### src/rtl/iack_pkg.sv
package iack_pkg;
  localparam int LVL_W  = 3;
  localparam int ADDR_W = 24;
  localparam int ID_W   = 4;

  typedef enum logic [2:0] {
    ST_IDLE = 3'd0,
    ST_SAVE = 3'd1,
    ST_XCLR = 3'd2,
    ST_ACK  = 3'd3,
    ST_DONE = 3'd4
  } iack_state_e;

  localparam logic [2:0] FC_NONE      = 3'b000;
  localparam logic [2:0] FC_CPU_SPACE = 3'b111;

  // acknowledge address: all ones above the level field, level in [3:1], bit 0 set
  function automatic logic [ADDR_W-1:0] ack_address(input logic [LVL_W-1:0] lvl);
    ack_address = {{(ADDR_W-LVL_W-1){1'b1}}, lvl, 1'b1};
  endfunction
endpackage

### src/rtl/iack_rst_sync.sv
module iack_rst_sync (
  input  logic clk,
  input  logic rst_n,
  output logic rst_sync_n
);
  logic [1:0] sync_q;

  always_ff @(posedge clk or negedge rst_n) begin
    if (!rst_n) sync_q <= 2'b00;
    else        sync_q <= {sync_q[0], 1'b1};
  end

  assign rst_sync_n = sync_q[1];
endmodule

### src/rtl/iack_qualify.sv
module iack_qualify
  import iack_pkg::*;
(
  input  logic [LVL_W-1:0] req_level,
  input  logic [LVL_W-1:0] ipl_mask,
  input  logic             insn_bound,
  input  logic             idle,
  output logic             start
);
  always_comb begin
    start = idle && insn_bound && (req_level > ipl_mask);
  end
endmodule

### src/rtl/iack_cycle_cnt.sv
module iack_cycle_cnt #(
  parameter int LIMIT = 4
) (
  input  logic clk,
  input  logic rst_n,
  input  logic run,
  output logic first,
  output logic last
);
  localparam int CW = (LIMIT < 2) ? 1 : $clog2(LIMIT + 1);
  localparam logic [CW-1:0] LAST_VAL = CW'(LIMIT - 1);

  logic [CW-1:0] cnt_q, cnt_d;
  logic          cnt_en;

  always_comb begin
    cnt_en = run || (cnt_q != '0);
    cnt_d  = run ? (cnt_q + 1'b1) : '0;
  end

  always_ff @(posedge clk or negedge rst_n) begin
    if (!rst_n)      cnt_q <= '0;
    else if (cnt_en) cnt_q <= cnt_d;
  end

  assign first = run && (cnt_q == '0);
  assign last  = run && (cnt_q == LAST_VAL);
endmodule

### src/rtl/iack_resp.sv
module iack_resp
  import iack_pkg::*;
#(
  parameter int               VEC_W    = 8,
  parameter logic [VEC_W-1:0] SPUR_VEC = 8'd24
) (
  input  logic             clk,
  input  logic             rst_n,
  input  logic             ack_active,
  input  logic             window_last,
  input  logic             ack_dvalid,
  input  logic [VEC_W-1:0] ack_vector,
  input  logic [ID_W-1:0]  ack_src_id,
  input  logic             ack_berr,
  output logic             done,
  output logic [VEC_W-1:0] vec_q,
  output logic             spur_q
);
  logic             spur_d;
  logic [VEC_W-1:0] vec_d;

  always_comb begin
    done   = ack_active && (ack_berr || ack_dvalid || window_last);
    spur_d = 1'b1;
    vec_d  = SPUR_VEC;
    if (!ack_berr && ack_dvalid && (ack_src_id != '0)) begin
      spur_d = 1'b0;
      vec_d  = ack_vector;
    end
  end

  always_ff @(posedge clk or negedge rst_n) begin
    if (!rst_n) begin
      vec_q  <= '0;
      spur_q <= 1'b0;
    end else if (done) begin
      vec_q  <= vec_d;
      spur_q <= spur_d;
    end
  end
endmodule

### src/rtl/irq_ack_seq.sv
module irq_ack_seq
  import iack_pkg::*;
#(
  parameter int         SAVE_CYCLES = 4,
  parameter int         TIMEOUT     = 16,
  parameter logic [7:0] SPUR_VEC    = 8'd24
) (
  input  logic        clk,
  input  logic        rst_n,
  input  logic [2:0]  req_level,
  input  logic [2:0]  ipl_mask,
  input  logic        insn_bound,
  input  logic        ack_dvalid,
  input  logic [7:0]  ack_vector,
  input  logic [3:0]  ack_src_id,
  input  logic        ack_berr,
  output logic [2:0]  fc,
  output logic [23:0] addr,
  output logic        save_busy,
  output logic        pk_clr,
  output logic        mask_wr,
  output logic [2:0]  mask_new,
  output logic        vec_valid,
  output logic [7:0]  vec_out,
  output logic        spurious
);
  localparam int VEC_W = 8;

  logic             rst_sync_n;
  iack_state_e      state_q, state_d;
  logic [LVL_W-1:0] lvl_q;
  logic             lvl_en;
  logic             start;
  logic             save_last, save_first_unused;
  logic             ack_first, ack_last;
  logic             resp_done;
  logic [VEC_W-1:0] res_vec;
  logic             res_spur;
  logic             in_ack;

  iack_rst_sync u_rst (
    .clk        (clk),
    .rst_n      (rst_n),
    .rst_sync_n (rst_sync_n)
  );

  iack_qualify u_qual (
    .req_level  (req_level),
    .ipl_mask   (ipl_mask),
    .insn_bound (insn_bound),
    .idle       (state_q == ST_IDLE),
    .start      (start)
  );

  iack_cycle_cnt #(.LIMIT(SAVE_CYCLES)) u_save_cnt (
    .clk   (clk),
    .rst_n (rst_sync_n),
    .run   (state_q == ST_SAVE),
    .first (save_first_unused),
    .last  (save_last)
  );

  iack_cycle_cnt #(.LIMIT(TIMEOUT)) u_tmo_cnt (
    .clk   (clk),
    .rst_n (rst_sync_n),
    .run   (in_ack),
    .first (ack_first),
    .last  (ack_last)
  );

  iack_resp #(.VEC_W(VEC_W), .SPUR_VEC(SPUR_VEC)) u_resp (
    .clk         (clk),
    .rst_n       (rst_sync_n),
    .ack_active  (in_ack),
    .window_last (ack_last),
    .ack_dvalid  (ack_dvalid),
    .ack_vector  (ack_vector),
    .ack_src_id  (ack_src_id),
    .ack_berr    (ack_berr),
    .done        (resp_done),
    .vec_q       (res_vec),
    .spur_q      (res_spur)
  );

  // next-state process
  always_comb begin
    state_d = state_q;
    lvl_en  = 1'b0;
    unique case (state_q)
      ST_IDLE: if (start) begin
        state_d = ST_SAVE;
        lvl_en  = 1'b1;
      end
      ST_SAVE: if (save_last) state_d = ST_XCLR;
      ST_XCLR: state_d = ST_ACK;
      ST_ACK:  if (resp_done) state_d = ST_DONE;
      ST_DONE: state_d = ST_IDLE;
      default: state_d = ST_IDLE;
    endcase
  end

  // register process
  always_ff @(posedge clk or negedge rst_sync_n) begin
    if (!rst_sync_n) begin
      state_q <= ST_IDLE;
      lvl_q   <= '0;
    end else begin
      state_q <= state_d;
      if (lvl_en) lvl_q <= req_level;
    end
  end

  // outputs
  always_comb begin
    in_ack    = (state_q == ST_ACK);
    fc        = in_ack ? FC_CPU_SPACE : FC_NONE;
    addr      = in_ack ? ack_address(lvl_q) : '0;
    save_busy = (state_q == ST_SAVE);
    pk_clr    = (state_q == ST_XCLR);
    mask_wr   = ack_first;
    mask_new  = addr[3:1];
    vec_valid = (state_q == ST_DONE);
    vec_out   = vec_valid ? res_vec : '0;
    spurious  = vec_valid && res_spur;
  end
endmodule

### config.mk
export PLATFORM = sky130hd
export DESIGN_NAME = irq_ack_seq
export DESIGN_NICKNAME = d
export VERILOG_FILES = /design/src/rtl/iack_pkg.sv /design/src/rtl/iack_rst_sync.sv /design/src/rtl/iack_qualify.sv /design/src/rtl/iack_cycle_cnt.sv /design/src/rtl/iack_resp.sv /design/src/rtl/irq_ack_seq.sv
export SDC_FILE = /design/constraint.sdc
export NUM_CORES = 1
export LEC_CHECK = 0
export ABC_AREA = 1
export BUFFER_PORTS_ARGS = -buffer_cell sky130_fd_sc_hd__clkbuf_2
export CORE_MARGIN = 2
export CORE_UTILIZATION = 50
export DETAILED_ROUTE_END_ITERATION = 12
export HOLD_SLACK_MARGIN = 0.08
export PLACE_DENSITY = 0.9
export SKIP_LAST_GASP = 1
export SLEW_MARGIN = 20
export SYNTH_ARGS = -nofsm -noshare
export SYNTH_HDL_FRONTEND = slang
export SYNTH_SLANG_ARGS = --single-unit
### constraint.sdc
create_clock -name clk -period 2.7 [get_ports clk]
set_input_delay 0.405 -clock clk [delete_from_list [all_inputs] [get_ports clk]]
set_output_delay 0.405 -clock clk [all_outputs]
set_load 0.005 [all_outputs]
# After elaboration in Yosys (flattened, before gate mapping)
# Index checks and enable logic that the tools add are counted.
dict set report op_classes {
  addsub 2
  mul 0
  div_mod_pow 0
  n_lt_le_gt_ge 1
  n_eq_ne 9
  shifts 0
  n_mux 13
  bitwise 0
  reduce_logical 20
}
# operator n
set ops {}
lappend ops {{$mux 24} 1}
lappend ops {{$mux 8} 2}
lappend ops {{$mux 3} 5}
lappend ops {{$pmux 3 s4} 1}
lappend ops {{$eq 3x2->1 const B} 3}
lappend ops {{$logic_and 1x1->1} 9}
lappend ops {{$ne 2x2->1 const B} 3}
lappend ops {{$add 5x1->5 const B} 1}
lappend ops {{$eq 5x4->1 const B} 1}
lappend ops {{$logic_not 5->1} 1}
lappend ops {{$mux 5} 1}
lappend ops {{$reduce_bool 5->1} 1}
lappend ops {{$logic_or 1x1->1} 4}
lappend ops {{$reduce_bool 4->1} 1}
lappend ops {{$add 3x1->3 const B} 1}
lappend ops {{$eq 3x1->1 const B} 1}
lappend ops {{$eq 3x3->1 const B} 1}
lappend ops {{$gt 3x3->1} 1}
lappend ops {{$logic_not 3->1} 1}
lappend ops {{$mux 1} 3}
lappend ops {{$reduce_and 3->1} 1}
lappend ops {{$reduce_bool 3->1} 1}
lappend ops {{$logic_not 1->1} 1}
dict set report totals {
  reg_bits 25
  latchBits 0
  ram_bits 0
  romBits 0
  word_cells 52
  memories 0
}

# Longest topological paths before layout
dict set report depth {
  word_depth 6
  mapped_depth 10
}

# Cells and area by module
# Synthesis repeated with hierarchy kept, for this count alone.
dict set report unflattened {
  hier_cells 223
  area_unflattened_um2 1660.3
}
# mod instances cells_per_inst area_each_um2 seq_area_each_um2
set by_module_without_submodules {}
lappend by_module_without_submodules {irq_ack_seq 1 96 629.4 150.1}
lappend by_module_without_submodules {iack_resp 1 50 430.4 225.2}
lappend by_module_without_submodules {{iack_cycle_cnt (u_tmo_cnt)} 1 36 281.5 125.1}
lappend by_module_without_submodules {{iack_cycle_cnt (u_save_cnt)} 1 21 173.9 75.1}
lappend by_module_without_submodules {iack_qualify 1 17 91.3 0.0}
lappend by_module_without_submodules {iack_rst_sync 1 3 53.8 50.0}

# Least setup slack after synthesis
# OpenSTA, ideal clock, no wires.
dict set report synth_timing {
  path_kind {reg2out}
  start {register state_q[1]}
  end {output mask_new[0]}
  t_arrival_ns 1.275
  required_ns 2.295
  path_slack_ns 1.020
  stages_incl_launch_ff 6
  n_path_buf 1
  path_cell_list {dfrtp_1 -> nand2_2 -> nor2_4 -> inv_2 -> nor2_1 -> buf_4}
}
dict set report synth_between {
  elab_chain_len 2
}
# element line
set synth_rtl {}
lappend synth_rtl {{start: declaration} irq_ack_seq.sv:30} ;# iack_state_e state_q, state_d;
lappend synth_rtl {{start signal: assignment} irq_ack_seq.sv:108} ;# state_q <= state_d;
lappend synth_rtl {{$eq 3x2->1} irq_ack_seq.sv:115} ;# in_ack = (state_q == ST_ACK);
lappend synth_rtl {{net in_ack} irq_ack_seq.sv:39} ;# logic in_ack;
lappend synth_rtl {{$mux 24} irq_ack_seq.sv:117} ;# addr = in_ack ? ack_address(lvl_q) : '0;
lappend synth_rtl {{end: declaration} irq_ack_seq.sv:22} ;# output logic [2:0] mask_new,
# The timed path passes the listed nets, and every way through them passes these cells.

# Worst setup path after layout
dict set report layout_timing {
  start {register state_q[1]}
  end {output mask_wr}
}
dict set report layout_between {
  elab_chain_len 2
}
# element line
set layout_rtl {}
lappend layout_rtl {{$eq 3x2->1} irq_ack_seq.sv:115}
lappend layout_rtl {{$logic_and 1x1->1} iack_cycle_cnt.sv:26} ;# assign first = run && (cnt_q == '0);
lappend layout_rtl {{end: declaration} irq_ack_seq.sv:21} ;# output logic mask_wr,
# No other way between the ends.

==> impl_metrics.py <==
metrics = {
    "die": {
        "die_w_um": 58.7,
        "rows": 19,
        "start_util_pct": 53.3,
        "die_h_um": 58.7,
        "die-area_um2": 3440,
        "boundaryPins": 66,
        "coreArea_um2": 2810,
    },
    "final_layout": {
        "fin_nets": 265,
        "fin_area_um2": 1690,
        "area_growth_pct": 13.3,
        "antenna_cells": 0,
        "drive_gt1_share_pct": 32.3,
        "nFillCells": 249,
    },
    "synthesis": {
        "synth-seq-area-share_pct": 41.9,
        "post-synth-top-area-cell": "dfrtp_1",
        "synthMuxAreaShare_pct": 0,
        "synth-simple-area-share_pct": 20.2,
        "synthTopCellsByArea": "dfrtp_1 (42%), buf_4 (14%), nand2_1 (8.5%), inv_1 (8.0%), ha_1 (7.5%)",
        "yosysWarnings": 0,
        "syn_area_per_cell_um2": 7.90,
        "synthDistinctLibCells": 18,
        "netlist_area_um2": 1490,
        "synth_xor_area_share_pct": 0,
        "ys_ff_latch": 25,
        "synthCells": 189,
        "synthAdderAreaFrac_pct": 7.54,
        "synth_top_family_by_area": "buffers and inverters",
        "synth_top_area_share_pct": 41.9,
        "synth_fp_nets": 221,
        "synth-compound-area-share_pct": 8.04,
    },
    "place": {
        "place_area_um2": 1660,
        "gp_congestion": 0.799,
        "io_buffers": 65,
        "place_hpwl_mm": 2.28,
        "pre_cts_slack_ns": 0.850,
    },
    "timing": {
        "setup_viol": 0,
        "worstMarginPinSlew_ns": 0.879,
        "setup_tns_ns": 0,
        "max_slew_margin_pct": 41.4,
        "rsz0062_at_grt": "false",
        "fin_crit_ns": 2.20,
        "clock_skew_ns": 0.00311,
        "setup_ws_ns": 0.495,
        "fmax_mhz": 454,
        "period_share_pct": 81.6,
        "drv_slew": 0,
        "worst_hold_slack_ns": 0.271,
        "hold_violations": 0,
    },
    "routing": {
        "post_drt_via_cell_ratio": 4.70,
        "first_pass_iters": 10,
        "vias": 1235,
        "ant_nets": 0,
        "drc_errors": 3,
        "wirelength_mm": 2.81,
        "routedWlPerCell_um": 10.7,
        "drt-initial-drc-count": 16,
    },
    "setup_path": {
        "r2r-start": "state_q[1]$_DFFE_PN0P_",
        "r2r-end": "u_resp.vec_q[5]$_DFFE_PN0P_",
        "crit_slowest_cell": "dfrtp_1",
        "critPathRequiredTime_ns": 2.30,
        "crit_start": "state_q[1]$_DFFE_PN0P_",
        "reg2reg_depth": 8,
        "crit_family": "simple AND/OR/NAND/NOR gates",
        "cp_max_fo": 30,
        "critPathMaxStageDelay_ns": 0.44,
        "path_cells": "nand2_2 -> nor2_4 -> inv_2 -> nor4_1 -> clkbuf_2",
        "cp.buffers_inverters": 2,
        "crit_type": "reg2out",
        "worstSetupEndpointType": "primary output",
        "cp-endpoint": "mask_wr",
        "critPathLaunchType": "flip-flop",
        "r2r_slack_ns": 0.88,
        "cp.depth": 5,
        "cp_data_arrival_time_ns": 1.80,
    },
    "pwr": {
        "p_leak_nw": 1.01,
        "power.total_mw": 1.26,
        "cellPowerDensity_nw_per_um2": 743,
        "ir_drop_v": 0.000398,
    },
    "clocking": {
        "cts.sinks": 25,
        "path_clk_slew_ns": 0.13,
        "cts_buffer_depth": 2,
        "cts_resized": 0,
        "numCtsBuffers": 3,
        "holdBufCountCts": 1,
        "cts_setup_buffers": 0,
        "cts_tree": "yes",
        "clk_latency_ns": 0.31,
        "cts_root_buf": "clkbuf_4",
        "htreeDepth": 1,
    },
    "grt": {
        "grt_usage_pct": 16.9,
        "grt_overflow_total": 0,
        "grt_max_degree": 31,
        "antenna_found_initial": 0,
        "grt_pass1_wl_mm": 4.37,
        "grt_pass1_vias": 1073,
    },
    "run_status": {
        "violations": "design-rule violations",
        "status": "finished with violations",
    },
    "worst_hold_path": {
        "hold_path_class": "in2reg",
    },
    "job": {
        "max-cap-violations": 0,
    },
}
-- final cells by class --
type / count / area, µm² / area share, %
Sequential cell: 25 / 626 / 37.0
Multi-Input combinational cell: 103 / 538 / 31.8
Timing Repair Buffer: 66 / 335 / 19.8
Inverter: 34 / 128 / 7.54
Tap cell: 31 / 38.8 / 2.29
Clock buffer: 3 / 22.5 / 1.33
Clock inverter: 1 / 5.00 / 0.296
-- sequential cells by signal, indices dropped and copies added, names as in the netlist --
register and cells:
state_q 3, u_save_cnt.cnt_q 3, lvl_q 3, u_resp.vec_q 8, u_resp.spur_q 1, u_tmo_cnt.cnt_q 5
u_rst.sync_q 2
-- placed cells by master, fill, tap and decap left out --
cell,instances
nor4_1,1
inv_1,32
nand3b_1,1
clkinv_2,1
nand3_1,4
dlygate4sd3_1,1
inv_2,2
nor2_1,27
nor2_4,2
ha_1,9
nor3_1,2
o21ai_0,13
a21oi_1,6
conb_1,1
a21oi_4,1
a22o_1,1
nand2_2,1
clkbuf_4,3
dfrtp_1,25
clkbuf_2,65
nand2_1,34
-- cell usage after synthesis --
library cell   n
a22o_1         1
nor3_1         2
nor4_1         1
a21oi_1        6
dfrtp_1       25
buf_4         27
nor2_1        27
conb_1         1
nand3_1        4
a21oi_4        1
nand2_2        1
inv_2          2
nand3b_1       1
inv_1         32
nor2_4         2
o21ai_0       13
ha_1           9
nand2_1       34
-- power by group --
| group | internal, mW | switching, mW | total [mW] | leakage (nW) |
|---|---|---|---|---|
| clock network | 0.0554 | 0.109 | 0.165 | 0.0177 |
| logic | 0.211 | 0.309 | 0.520 | 0.669 |
| registers | 0.496 | 0.0767 | 0.573 | 0.319 |
| total | 0.763 | 0.495 | 1.26 | 1.01 |
-- per-layer routing --
| layer | global-route usage, % | part of all wire [%] | vias to the layer above |
|---|---|---|---|
| li1 | - | - | 637 |
| met1 | 20.1 | 42 | 558 |
| met2 | 30.0 | 53 | 38 |
| met3 | 2.20 | 4.5 | 2 |
| met4 | 8.44 | 0.96 | 0 |
| met5 | 0 | 0 | - |
-- metrics by stage --
step	cells	util (%)
final	263	60.3
after global routing	263	60.3
after CTS	263	60.3
after detailed placement	258	59.0
after global placement	258	59.0
after floorplan	189	-
-- logic make-up after synthesis --
family                   count (synthesis)
AND/OR/NAND/NOR                         72
buffers and inverters                   61
flip-flops                              25
AO/OA/AOI/OAI                           21
adder cells (fa/ha/maj)                  9
other                                    1
-- tightest hold or removal path: stages --
cell and delay [ns]:
clkbuf_2 0.07, nand2_1 0.04, nand2_1 0.04
-- how the worst min path moves through the flow --
stage                        startpoint                          end  slack, ns  cells after the start
after floorplan                   rst_n    u_rst.sync_q[0]$_DFF_PN0_       0.11                      0
after global placement            rst_n    u_rst.sync_q[0]$_DFF_PN0_       0.19                      1
after detailed placement          rst_n    u_rst.sync_q[1]$_DFF_PN0_       0.20                      1
after CTS                 ack_vector[2]  u_resp.vec_q[2]$_DFFE_PN0P_       0.26                      3
after global routing      ack_vector[1]  u_resp.vec_q[1]$_DFFE_PN0P_       0.26                      3
final                     ack_vector[2]  u_resp.vec_q[2]$_DFFE_PN0P_       0.27                      3
Power figures use the tool's default switching activity.
